## src/rtl/afe_pkg.sv

```systemverilog
package afe_pkg;

  // sample width in bits: 1..32
  function automatic logic [5:0] word_bits(input logic [3:0] code, input logic ext);
    return {1'b0, ext, code} + 6'd1;
  endfunction

  // frame length in half periods of the serial clock
  function automatic logic [7:0] frame_halves(input logic [2:0] s, input logic [5:0] w,
                                              input logic [4:0] d);
    return {4'b0, s, 1'b0} + {1'b0, w, 1'b0} + {2'b0, d, 1'b0};
  endfunction

  // half-period index where the last data bit begins
  function automatic logic [7:0] lsb_half(input logic [2:0] s, input logic [5:0] w);
    return {4'b0, s, 1'b0} + {1'b0, w, 1'b0} - 8'd2;
  endfunction

  function automatic logic [31:0] word_mask(input logic [5:0] w);
    return w[5] ? 32'hFFFF_FFFF : ((32'd1 << w) - 32'd1);
  endfunction

  // serial clock level in the first half of a bit
  function automatic logic first_half_high(input logic [1:0] mode);
    return (mode == 2'd1) || (mode == 2'd2);
  endfunction

endpackage

```

## src/rtl/afe_fifo.sv

```systemverilog
module afe_fifo #(
  parameter int W     = 32,
  parameter int DEPTH = 8,
  localparam int AW   = (DEPTH > 1) ? $clog2(DEPTH) : 1,
  localparam int CW   = $clog2(DEPTH + 1)
) (
  input  logic          clk,
  input  logic          rst_n,
  input  logic          push,
  input  logic [W-1:0]  din,
  input  logic          pop,
  output logic [W-1:0]  dout,
  output logic [CW-1:0] count,
  output logic          full,
  output logic          empty
);
  logic [W-1:0]  mem [DEPTH];
  logic [AW-1:0] wp_q, rp_q;
  logic [CW-1:0] cnt_q;
  logic          do_push, do_pop;

  assign full    = (cnt_q == CW'(DEPTH));
  assign empty   = (cnt_q == '0);
  assign do_push = push && !full;
  assign do_pop  = pop && !empty;
  assign dout    = mem[rp_q];
  assign count   = cnt_q;

  always_ff @(posedge clk) begin
    if (do_push) mem[wp_q] <= din;
  end

  always_ff @(posedge clk or negedge rst_n) begin
    if (!rst_n) begin
      wp_q  <= '0;
      rp_q  <= '0;
      cnt_q <= '0;
    end else begin
      if (do_push) wp_q <= (wp_q == AW'(DEPTH - 1)) ? '0 : wp_q + 1'b1;
      if (do_pop)  rp_q <= (rp_q == AW'(DEPTH - 1)) ? '0 : rp_q + 1'b1;
      case ({do_push, do_pop})
        2'b10:   cnt_q <= cnt_q + 1'b1;
        2'b01:   cnt_q <= cnt_q - 1'b1;
        default: cnt_q <= cnt_q;
      endcase
    end
  end

  // a push into a full queue leaves the level unchanged
  assert_no_overflow_R12: assert property (@(posedge clk) disable iff (!rst_n)
    full && push && !pop |=> count == $past(count));
  // popping an empty queue keeps it empty
  assert_no_underflow_R8: assert property (@(posedge clk) disable iff (!rst_n)
    empty && pop && !push |=> empty);

endmodule

```

## src/rtl/afe_frame_seq.sv

```systemverilog
module afe_frame_seq
  import afe_pkg::*;
#(
  parameter int HALF_DIV = 2,
  localparam int DIV_W   = (HALF_DIV > 1) ? $clog2(HALF_DIV) : 1
) (
  input  logic       clk,
  input  logic       rst_n,
  input  logic       enable,
  input  logic       can_start,
  input  logic [2:0] start_clks,
  input  logic [5:0] nbits,
  input  logic [4:0] stop_clks,
  input  logic [6:0] fs_dly,
  input  logic [5:0] fs_width,
  input  logic       fs_rel_lsb,
  output logic       running,
  output logic       half_odd,
  output logic       frame_start,
  output logic       sample_evt,
  output logic       in_data,
  output logic [4:0] bit_idx,
  output logic       fs_act
);
  logic [DIV_W-1:0] div_q;
  logic [7:0]       hcnt_q, len, trig, new_h, data_lo, data_hi, rel_h;
  logic [6:0]       fs_cnt_q, fs_load;
  logic             running_q, tick, trig_ok;

  always_comb begin
    len     = frame_halves(start_clks, nbits, fs_rel_lsb ? 5'd0 : stop_clks);
    trig    = fs_rel_lsb ? lsb_half(start_clks, nbits) : {1'b0, fs_dly};
    trig_ok = trig < len;
    fs_load = {fs_width, 1'b0};
    data_lo = {4'b0, start_clks, 1'b0};
    data_hi = data_lo + {1'b0, nbits, 1'b0};
    rel_h   = hcnt_q - data_lo;
    tick    = running_q && (div_q == DIV_W'(HALF_DIV - 1));
    new_h   = (hcnt_q == len - 8'd1) ? 8'd0 : hcnt_q + 8'd1;
  end

  // named events shared with the datapath and the assertions
  assign running     = running_q;
  assign half_odd    = hcnt_q[0];
  assign in_data     = running_q && (hcnt_q >= data_lo) && (hcnt_q < data_hi);
  assign bit_idx     = rel_h[5:1];
  assign sample_evt  = tick && in_data && !hcnt_q[0];
  assign fs_act      = (fs_cnt_q != 7'd0);
  assign frame_start = enable && (running_q ? (tick && new_h == 8'd0) : can_start);

  always_ff @(posedge clk or negedge rst_n) begin
    if (!rst_n) begin
      running_q <= 1'b0;
      hcnt_q    <= '0;
      div_q     <= '0;
      fs_cnt_q  <= '0;
    end else if (!enable) begin
      running_q <= 1'b0;
      hcnt_q    <= '0;
      div_q     <= '0;
      fs_cnt_q  <= '0;
    end else if (!running_q) begin
      if (can_start) begin
        running_q <= 1'b1;
        hcnt_q    <= '0;
        div_q     <= '0;
        fs_cnt_q  <= (trig_ok && trig == 8'd0) ? fs_load : 7'd0;
      end
    end else if (tick) begin
      hcnt_q <= new_h;
      div_q  <= '0;
      if (trig_ok && new_h == trig) fs_cnt_q <= fs_load;
      else if (fs_cnt_q != 7'd0)    fs_cnt_q <= fs_cnt_q - 7'd1;
    end else begin
      div_q <= div_q + 1'b1;
    end
  end

  // rx sampling happens as the bit enters its second half
  assert_sample_mid_bit_R8: assert property (@(posedge clk) disable iff (!rst_n)
    sample_evt && enable |=> hcnt_q[0]);
  // a frame boundary while running restarts the half-period count
  assert_frame_wrap_R3: assert property (@(posedge clk) disable iff (!rst_n)
    running_q && frame_start |=> hcnt_q == 8'd0);
  // disabling stops the sequencer and drops the strobe
  assert_stop_on_disable_R9: assert property (@(posedge clk) disable iff (!rst_n)
    !enable |=> !running_q && !fs_act);

endmodule

```

## src/rtl/audio_frame_engine.sv

```systemverilog
module audio_frame_engine
  import afe_pkg::*;
#(
  parameter int HALF_DIV   = 2,
  parameter int FIFO_DEPTH = 8,
  localparam int LVL_W     = $clog2(FIFO_DEPTH + 1)
) (
  input  logic             clk,
  input  logic             rst_n,
  input  logic             enable,
  input  logic [1:0]       clk_mode,
  input  logic             fs_active_high,
  input  logic [2:0]       start_dly,
  input  logic [6:0]       fs_dly,
  input  logic [5:0]       fs_width,
  input  logic [1:0]       stop_lo,
  input  logic [2:0]       stop_hi,
  input  logic             eot_hold,
  input  logic             fs_rel_lsb,
  input  logic [3:0]       size_code,
  input  logic             size_ext,
  input  logic [31:0]      tx_data,
  input  logic             tx_push,
  output logic             tx_not_full,
  output logic [LVL_W-1:0] tx_level,
  output logic             tx_underrun,
  input  logic             clr_underrun,
  output logic [31:0]      rx_data,
  input  logic             rx_pop,
  output logic             rx_not_empty,
  output logic [LVL_W-1:0] rx_level,
  output logic             rx_overrun,
  input  logic             clr_overrun,
  output logic             busy,
  output logic             sclk,
  output logic             fsync,
  output logic             txd,
  input  logic             rxd
);
  logic [5:0]  nbits;
  logic [4:0]  msb_idx, tx_idx, bit_idx;
  logic [31:0] tx_head, tx_word_q, rx_sh_q, rx_next, rx_word;
  logic        tx_full, tx_empty, rx_full, rx_empty;
  logic        running, half_odd, frame_start, sample_evt, in_data, fs_act;
  logic        tx_bit, last_bit_q, rx_push, underrun_q, overrun_q;

  assign nbits   = word_bits(size_code, size_ext);
  assign msb_idx = nbits[4:0] - 5'd1;
  assign tx_idx  = msb_idx - bit_idx;
  assign tx_bit  = tx_word_q[tx_idx];
  assign rx_next = {rx_sh_q[30:0], rxd};
  assign rx_word = rx_next & word_mask(nbits);
  assign rx_push = sample_evt && (bit_idx == msb_idx);

  afe_frame_seq #(.HALF_DIV(HALF_DIV)) u_seq (
    .clk(clk), .rst_n(rst_n), .enable(enable), .can_start(!tx_empty),
    .start_clks(start_dly), .nbits(nbits), .stop_clks({stop_hi, stop_lo}),
    .fs_dly(fs_dly), .fs_width(fs_width), .fs_rel_lsb(fs_rel_lsb),
    .running(running), .half_odd(half_odd), .frame_start(frame_start),
    .sample_evt(sample_evt), .in_data(in_data), .bit_idx(bit_idx), .fs_act(fs_act)
  );

  afe_fifo #(.W(32), .DEPTH(FIFO_DEPTH)) u_tx_fifo (
    .clk(clk), .rst_n(rst_n), .push(tx_push), .din(tx_data),
    .pop(frame_start && !tx_empty), .dout(tx_head), .count(tx_level),
    .full(tx_full), .empty(tx_empty)
  );

  afe_fifo #(.W(32), .DEPTH(FIFO_DEPTH)) u_rx_fifo (
    .clk(clk), .rst_n(rst_n), .push(rx_push), .din(rx_word),
    .pop(rx_pop), .dout(rx_data), .count(rx_level),
    .full(rx_full), .empty(rx_empty)
  );

  always_ff @(posedge clk or negedge rst_n) begin
    if (!rst_n) begin
      tx_word_q  <= '0;
      last_bit_q <= 1'b0;
      rx_sh_q    <= '0;
      underrun_q <= 1'b0;
      overrun_q  <= 1'b0;
    end else begin
      if (frame_start) tx_word_q <= tx_empty ? 32'd0 : tx_head;
      if (in_data)     last_bit_q <= tx_bit;
      if (sample_evt)  rx_sh_q <= rx_next;
      if (frame_start && tx_empty) underrun_q <= 1'b1;
      else if (clr_underrun)       underrun_q <= 1'b0;
      if (rx_push && rx_full)      overrun_q <= 1'b1;
      else if (clr_overrun)        overrun_q <= 1'b0;
    end
  end

  assign sclk         = running ? (half_odd ^ first_half_high(clk_mode)) : clk_mode[1];
  assign fsync        = ~(fs_act ^ fs_active_high);
  assign txd          = in_data ? tx_bit : (eot_hold & last_bit_q);
  assign busy         = running;
  assign tx_not_full  = !tx_full;
  assign rx_not_empty = !rx_empty;
  assign tx_underrun  = underrun_q;
  assign rx_overrun   = overrun_q;

  assert_idle_pins_R9: assert property (@(posedge clk) disable iff (!rst_n)
    !enable |=> sclk == clk_mode[1] && fsync == !fs_active_high && !busy);
  assert_underrun_sticky_R10: assert property (@(posedge clk) disable iff (!rst_n)
    tx_underrun && !clr_underrun |=> tx_underrun);
  assert_overrun_sticky_R11: assert property (@(posedge clk) disable iff (!rst_n)
    rx_overrun && !clr_overrun |=> rx_overrun);

endmodule

```

## config.mk

```make
export PLATFORM = sky130hd
export DESIGN_NAME = audio_frame_engine
export DESIGN_NICKNAME = d
export VERILOG_FILES = /design/src/rtl/afe_pkg.sv /design/src/rtl/afe_fifo.sv /design/src/rtl/afe_frame_seq.sv /design/src/rtl/audio_frame_engine.sv
export SDC_FILE = /design/constraint.sdc
export NUM_CORES = 1
export LEC_CHECK = 0
export BUFFER_PORTS_ARGS = -buffer_cell sky130_fd_sc_hd__clkbuf_2
export CORE_MARGIN = 2
export CORE_UTILIZATION = 35
export DETAILED_ROUTE_END_ITERATION = 10
export GPL_TIMING_DRIVEN = 1
export PLACE_DENSITY = 0.47
export REMOVE_ABC_BUFFERS = 1
export SETUP_SLACK_MARGIN = 0.5
export SLEW_MARGIN = 20
export SYNTH_ARGS = -nofsm -noshare
export SYNTH_HDL_FRONTEND = slang
export SYNTH_SLANG_ARGS = --single-unit
```

## constraint.sdc

```tcl
create_clock -name clk -period 18.55 [get_ports clk]
set_clock_uncertainty 0.15 [all_clocks]
set_input_delay 0.9275 -clock clk [delete_from_list [all_inputs] [get_ports clk]]
set_output_delay 0.9275 -clock clk [all_outputs]
set_load 0.02 [all_outputs]
```

==> metrics.csv, run 1 <==
metric;value;unit
hold_buf cts;0;
Final ANT Viol Nets;0;
CTS Sinks;615;
Max Slew Vio Count;0;
global route overflow;0;
Worst-Margin Slew;1.02;ns
routed wire length;64200;um
Max Fanout on Critical Path;37;
die extent in x;282;um
CTS Buf Count;70;
Starting Density;35.1;%
Hold Path Class;in2async;
io pins;119;
vias in the first global route;15400;
post-CTS setup buffers;0;
CTS resizes;0;
Netlist Area Pre-Place;0.0271;mm^2
most frequent cells after synthesis;512 x edfxtp_1, 138 x mux4_2, 103 x dfrtp_1;
kind of critical path;in2reg;
top cell type's share of synthesized area;56.8;%
Overall Global Routing Usage;16.4;%
largest net degree at the start of global routing;66;
TritonCTS clock tree;done;
Fmax achieved;158;MHz
# setup viols final;0;
P&R area growth vs syn;15.0;%
Netlist cell types;78;
RePlAce Congestion;0.818;
Tcrit/Tclk final;34.1;%
via count;14500;
Die ar.;0.0796;mm^2
Reg2Reg Launch Point;u_seq.hcnt_q[2];
num rows;102;
DRC Markers;0;
Syn Inst Count;1625;
htree depth;3;
R2R Path End;u_rx_fifo.count[3];
post-route insts no fill;2858;
filler cell count;7093;
Max-slew headroom;31.7;%
Synth Area per Inst;16.7;um^2
Max-Cap Viols;0;
reg-to-reg slack, setup;13.51;ns
main flop type after synthesis;edfxtp_1;
flops & latches, synth;615;
Power Dens Cells;134;mW/mm^2
number of synthesized flops with an enable pin;512;
Sequential Area;0.0180;mm^2
nets;1888;
Tot Pwr;4170;uW
initial DRC count;827;
critical path launch point type;primary input;
DR vias/cell;5.08;
die height;282;um
RSZ-0062 raised after global routing;false;
Area contributors post-synth;edfxtp_1 57%, mux4_2 11%, dfrtp_1 9.5%, mux2_2 3.0%, ha_1 2.3%;
first-pass GRT wire length;97400;um
Hold Vio Cnt, Final;0;
HPWL Detailed;39500;um
Synth area leader;edfxtp_1;
placed instance count;2730;
layout cells sized above 1;27.2;%
post-layout minimum cycle time;6.32;ns
CP endpoint kind;flip-flop;
clk_lat worst skew;0.60;ns
critical path arrival;6.65;ns
sequential fraction of the synthesis area;66.3;%
CTS root buffer;clkbuf_16;
number of port buffers;118;
setup TNS;0;ns
R2R depth;20;
peak supply drop;0.0821;mV
status;complete, no violations;
routed length per instance;22.5;um
asr flop ratio synth;16.7;%
most frequent cell after synthesis;edfxtp_1;
clock transition at the registers of the reported paths;0.06;ns
core region area;0.0771;mm^2
Crit path required time;18.88;ns
clk buf depth;3;
P_leak;0.0111;uW
Ys Warns;0;
DR pass1 iterations;5;
footprint of the multi-input gates;0.00871;mm^2
initial antenna violation count;5;
[layout by cell type (no fill, tap or decap), types with 6 or more instances in the layout]
cell,count
mux4_2,138
o21a_1,7
ha_1,49
xnor2_1,41
nand2b_1,7
a21o_1,18
dfrtp_1,98
nor3_1,22
clkbuf_2,117
a22o_1,7
a21boi_0,7
and2_1,17
mux2i_1,41
clkinv_2,10
nor2_1,40
nand2_1,100
o21ai_1,10
a21oi_1,46
and3_1,15
inv_1,49
nor2b_1,12
mux2_2,71
clkbuf_1,28
edfxtp_1,512
nand4_1,11
buf_4,30
nand3_1,23
fa_1,6
or3_1,6
clkbuf_16,72
xor2_1,21
o21ai_0,54
[power by group]
| part | internal, uW | leakage, uW | switching, uW | total [uW] |
|---|---|---|---|---|
| sequential | 1640 | 0.00598 | 119 | 1760 |
| clock | 754 | 0.00106 | 550 | 1300 |
| combinational | 500 | 0.00407 | 605 | 1110 |
| total | 2900 | 0.0111 | 1270 | 4170 |
[kinds of logic (layout without fill, tap and decap cells)]
logic type | count (synthesis) | count (layout) | share of synthesized area (%)
buffers and inverters | 132 | 323 | 1.93
DFF | 615 | 615 | 66.3
muxes | 252 | 252 | 16.1
other | 1 | 3 | 0.0138
and+or+nand+nor | 294 | 294 | 5.53
adders and majority gates | 56 | 56 | 2.74
AOI/OAI and AO/OA | 208 | 208 | 5.04
xor gates and xnor gates | 67 | 67 | 2.42
[stage by stage]
step                hold slack (ns)  utilization, %  setup slack [ns]  area, um^2
global placement              0.308            37.6             11.68       29000
global route                  0.203            40.4             11.81       31100
CTS                           0.171            40.4             12.25       31100
finish                        0.184            40.4             12.23       31100
floorplan                     0.295               -              9.79       26800
detailed placement            0.319            37.6             11.65       29000
[critical path, cell delays in order]
cell,delay [ns]
clkbuf_2,0.17
ha_1,0.38
xor2_1,0.24
ha_1,0.32
and3_1,0.21
or2_1,0.29
xnor2_1,0.23
ha_1,0.28
a21oi_1,0.28
a21boi_2,0.23
xnor3_2,0.42
xnor2_1,0.16
a211o_2,0.33
a31oi_4,0.22
a31oi_1,0.14
nand3b_4,0.49
inv_1,0.17
ha_1,0.22
ha_1,0.24
a21o_1,0.17
a21oi_1,0.17
xnor2_1,0.14
nor2_1,0.06
xor2_1,0.14
[worst max-delay path by stage]
stage	from	end	slack, ns	cells past startpoint
final	size_code[0]	u_tx_fifo.count[3]	12.23	24
after global routing	size_code[1]	u_tx_fifo.count[3]	11.81	24
after CTS	size_code[0]	u_tx_fifo.count[3]	12.25	24
after detailed placement	size_code[0]	u_tx_fifo.count[3]	11.65	24
after global placement	size_code[0]	u_tx_fifo.count[3]	11.68	24
after floorplan	size_code[0]	u_rx_fifo.mem[4][0]	9.79	17
[final cells by class]
cell class              instances  area share [%]
diodes                          2          0.0161
clock buffers                 104            6.30
clock inverters                22           0.659
inverters                      50           0.603
multi-input cells             878            28.0
flip-flops and latches        615            57.7
well taps                    1040            4.18
repair buffers                147            2.60
[sequential cells by signal, summed over array words and instances (netlist names), 3 cells and up]
name,flops
u_tx_fifo.count,4
u_tx_fifo.wp_q,3
u_seq.hcnt_q,8
u_rx_fifo.wp_q,3
u_seq.fs_cnt_q,7
u_rx_fifo.count,4
tx_word_q,32
u_tx_fifo.rp_q,3
rx_sh_q,31
u_tx_fifo.mem,256
u_rx_fifo.rp_q,3
u_rx_fifo.mem,256
[metal layers]
layer / wire length (um) / track usage [%]
met4: 1220 / 4.11
met5: 50 / 0
met2: 33200 / 29.2
met1: 27300 / 20.7
met3: 2440 / 2.97
No activity file was read; power rests on OpenSTA's default activity.
==> run 2, diff against run 1 <==
PLACE_DENSITY = 0.49   (was 0.47)
clock period = 5.6 ns   (was 18.55 ns; I/O delays follow)
==> run 2 against run 1 <==
Effect of this change: global-route usage shrank 0.27 points; critical endpoint is now u_seq.fs_cnt_q[2]; cell count rose by 2.7%; count of clock-buffer cells in the layout down 7; highest routed layer unchanged; setup slack worse by 11 ns; total power rose to 3.4 times the previous value; first-iteration DRC count is 1.3% higher.
==> metrics.csv, run 2 (synthesis gave the netlist of run 1 again) <==
metric;value;unit;change
vias in the first global route;15500;;was 15400
Worst-Margin Slew;1.09;ns;was 1.02 ns
Hold Path Class;in2async;;unchanged
Max Slew Vio Count;0;;unchanged
Fmax achieved;207;MHz;
CTS Sinks;615;;unchanged
Tcrit/Tclk final;86.4;%;
critical path launch point type;primary input;;unchanged
num rows;102;;unchanged
nets;1966;;was 1888
die extent in x;282;um;unchanged
Final Worst Setup Slack;0.762;ns;was 12.23 ns
Area after DPL;0.0293;mm^2;was 0.0290 mm^2
Power Dens Cells;441;mW/mm^2;was 134 mW/mm^2
CTS root buffer;clkbuf_16;;unchanged
top flop regs;u_rx_fifo.mem: 256 flops, u_tx_fifo.mem: 256 flops, tx_word_q: 32 flops;;unchanged
TritonCTS clock tree;done;;unchanged
pre-CTS WS;0.0898;ns;was 11.65 ns
DR vias/cell;5.05;;was 5.08
utilization after layout;41.7;%;was 40.4%
kind of critical path;in2reg;;unchanged
P_leak;0.0115;uW;was 0.0111 uW
CP endpoint kind;flip-flop;;unchanged
layout cells sized above 1;28.3;%;was 27.2%
critical path arrival;5.17;ns;was 6.65 ns
largest net degree at the start of global routing;49;;was 66
reg-to-reg slack, setup;1.34;ns;was 13.51 ns
P&R area growth vs syn;18.5;%;was 15.0%
htree depth;3;;unchanged
DR pass1 iterations;5;;unchanged
clk buf depth;3;;unchanged
initial antenna violation count;4;;was 5
Max-Cap Viols;0;;unchanged
post-CTS setup buffers;0;;unchanged
Post-Layout Inst Area;0.0321;mm^2;was 0.0311 mm^2
routed length per instance;21.7;um;was 22.5 um
via count;14800;;was 14500
clk_lat worst skew;0.61;ns;was 0.60 ns
commonest non-fill, non-tap cell in the layout;edfxtp_1;;unchanged
clock transition at the registers of the reported paths;0.06;ns;about the same
number of port buffers;118;;unchanged
Max Fanout on Critical Path;5;;was 37
core region area;0.0771;mm^2;unchanged
RePlAce Congestion;0.854;;was 0.818
Max-slew headroom;27.3;%;was 31.7%
io pins;119;;unchanged
die height;282;um;unchanged
Crit path required time;5.93;ns;was 18.88 ns
first-pass GRT wire length;95700;um;was 97400 um
routed wire length;63700;um;was 64200 um
most frequent cells in the layout;512 x edfxtp_1, 138 x mux4_2, 117 x clkbuf_2, 100 x nand2_1, 98 x dfrtp_1;;unchanged
setup TNS;0;ns;unchanged
Die ar.;0.0796;mm^2;unchanged
initial DRC count;838;;was 827
peak supply drop;0.260;mV;was 0.0821 mV
DRC Markers;0;;unchanged
Overall Global Routing Usage;16.2;%;was 16.4%
global route overflow;0;;unchanged
RSZ-0062 raised after global routing;true;;was false
Min Hold Slack;0.119;ns;was 0.184 ns
Final ANT Viol Nets;0;;unchanged
# setup viols final;0;;unchanged
Hold Vio Cnt, Final;0;;unchanged
Starting Density;35.1;%;unchanged
status;complete, no violations;;unchanged
CTS Buf Count;70;;unchanged
post-layout minimum cycle time;4.84;ns;
filler cell count;7053;;was 7093
HPWL Detailed;39700;um;was 39500 um
run 2: final timing paths:
kind	from	end	depth (start not counted)
setup / recovery	size_code[0]	u_seq.fs_cnt_q[2]	23
hold / removal	rst_n	rx_sh_q[7]	2
setup reg to reg	u_seq.hcnt_q[3]	u_rx_fifo.count[3]	17
hold reg to reg	tx_word_q[28]	tx_word_q[28]	2
max in group asynchronous	rst_n	u_tx_fifo.rp_q[0]	3
min in group clk	tx_push	u_tx_fifo.wp_q[0]	3
run 2: cell type report:
class,count,area [um^2],share of cell area (%)
repair buffers,225,1630,5.08
multi-input cells,878,8750,27.2
flip-flops and latches,615,18000,55.9
diodes,1,2.50,0.00779
well taps,1040,1300,4.05
clock inverters,29,310,0.966
inverters,50,188,0.584
clock buffers,97,1970,6.12
run 2: routing by layer:
metal  vias up  wire (um)  global-route usage [%]
met4         6       1500                    4.83
met3       107       2330                    2.68
li1       6804          -                       -
met1      7624      27400                    20.8
met2       294      32400                    28.1
met5         -         34                       0
run 2: report_power, final:
part | total, uW | switching (uW) | leakage [uW] | internal (uW)
Clock | 4490 | 1830 | 0.00111 | 2670
Combinational | 3730 | 1980 | 0.00445 | 1750
Sequential | 5930 | 494 | 0.00597 | 5440
run 2: critical path, stage by stage:
cell and delay [ns]:
clkbuf_2 0.10, ha_1 0.24, xor2_2 0.17, ha_1 0.34
and3_1 0.21, or2_1 0.28, xnor2_2 0.16, ha_1 0.35
a21oi_1 0.17, a21boi_2 0.19, xnor3_2 0.39, ha_1 0.33
a21o_1 0.18, a21o_1 0.18, a211oi_2 0.24, o211a_1 0.18
and3_1 0.15, nand4_1 0.08, mux2_4 0.29, buf_4 0.16
mux2i_1 0.17, nor3_1 0.06, a221o_1 0.26
run 2: stage by stage:
step                      std cells  power, uW
after floorplan                1543       8550
after global placement         2762       9760
after detailed placement       2763       9800
after CTS                      2933      14400
after global routing           2935      14900
final                          2935      14200
run 2: repair_timing:
item | CTS | global route
setup endpoints to repair | 0 | 7
resized for setup | 0 | 6
hold buffers | 44 | 0
hold endpoints to repair | 304 | 0
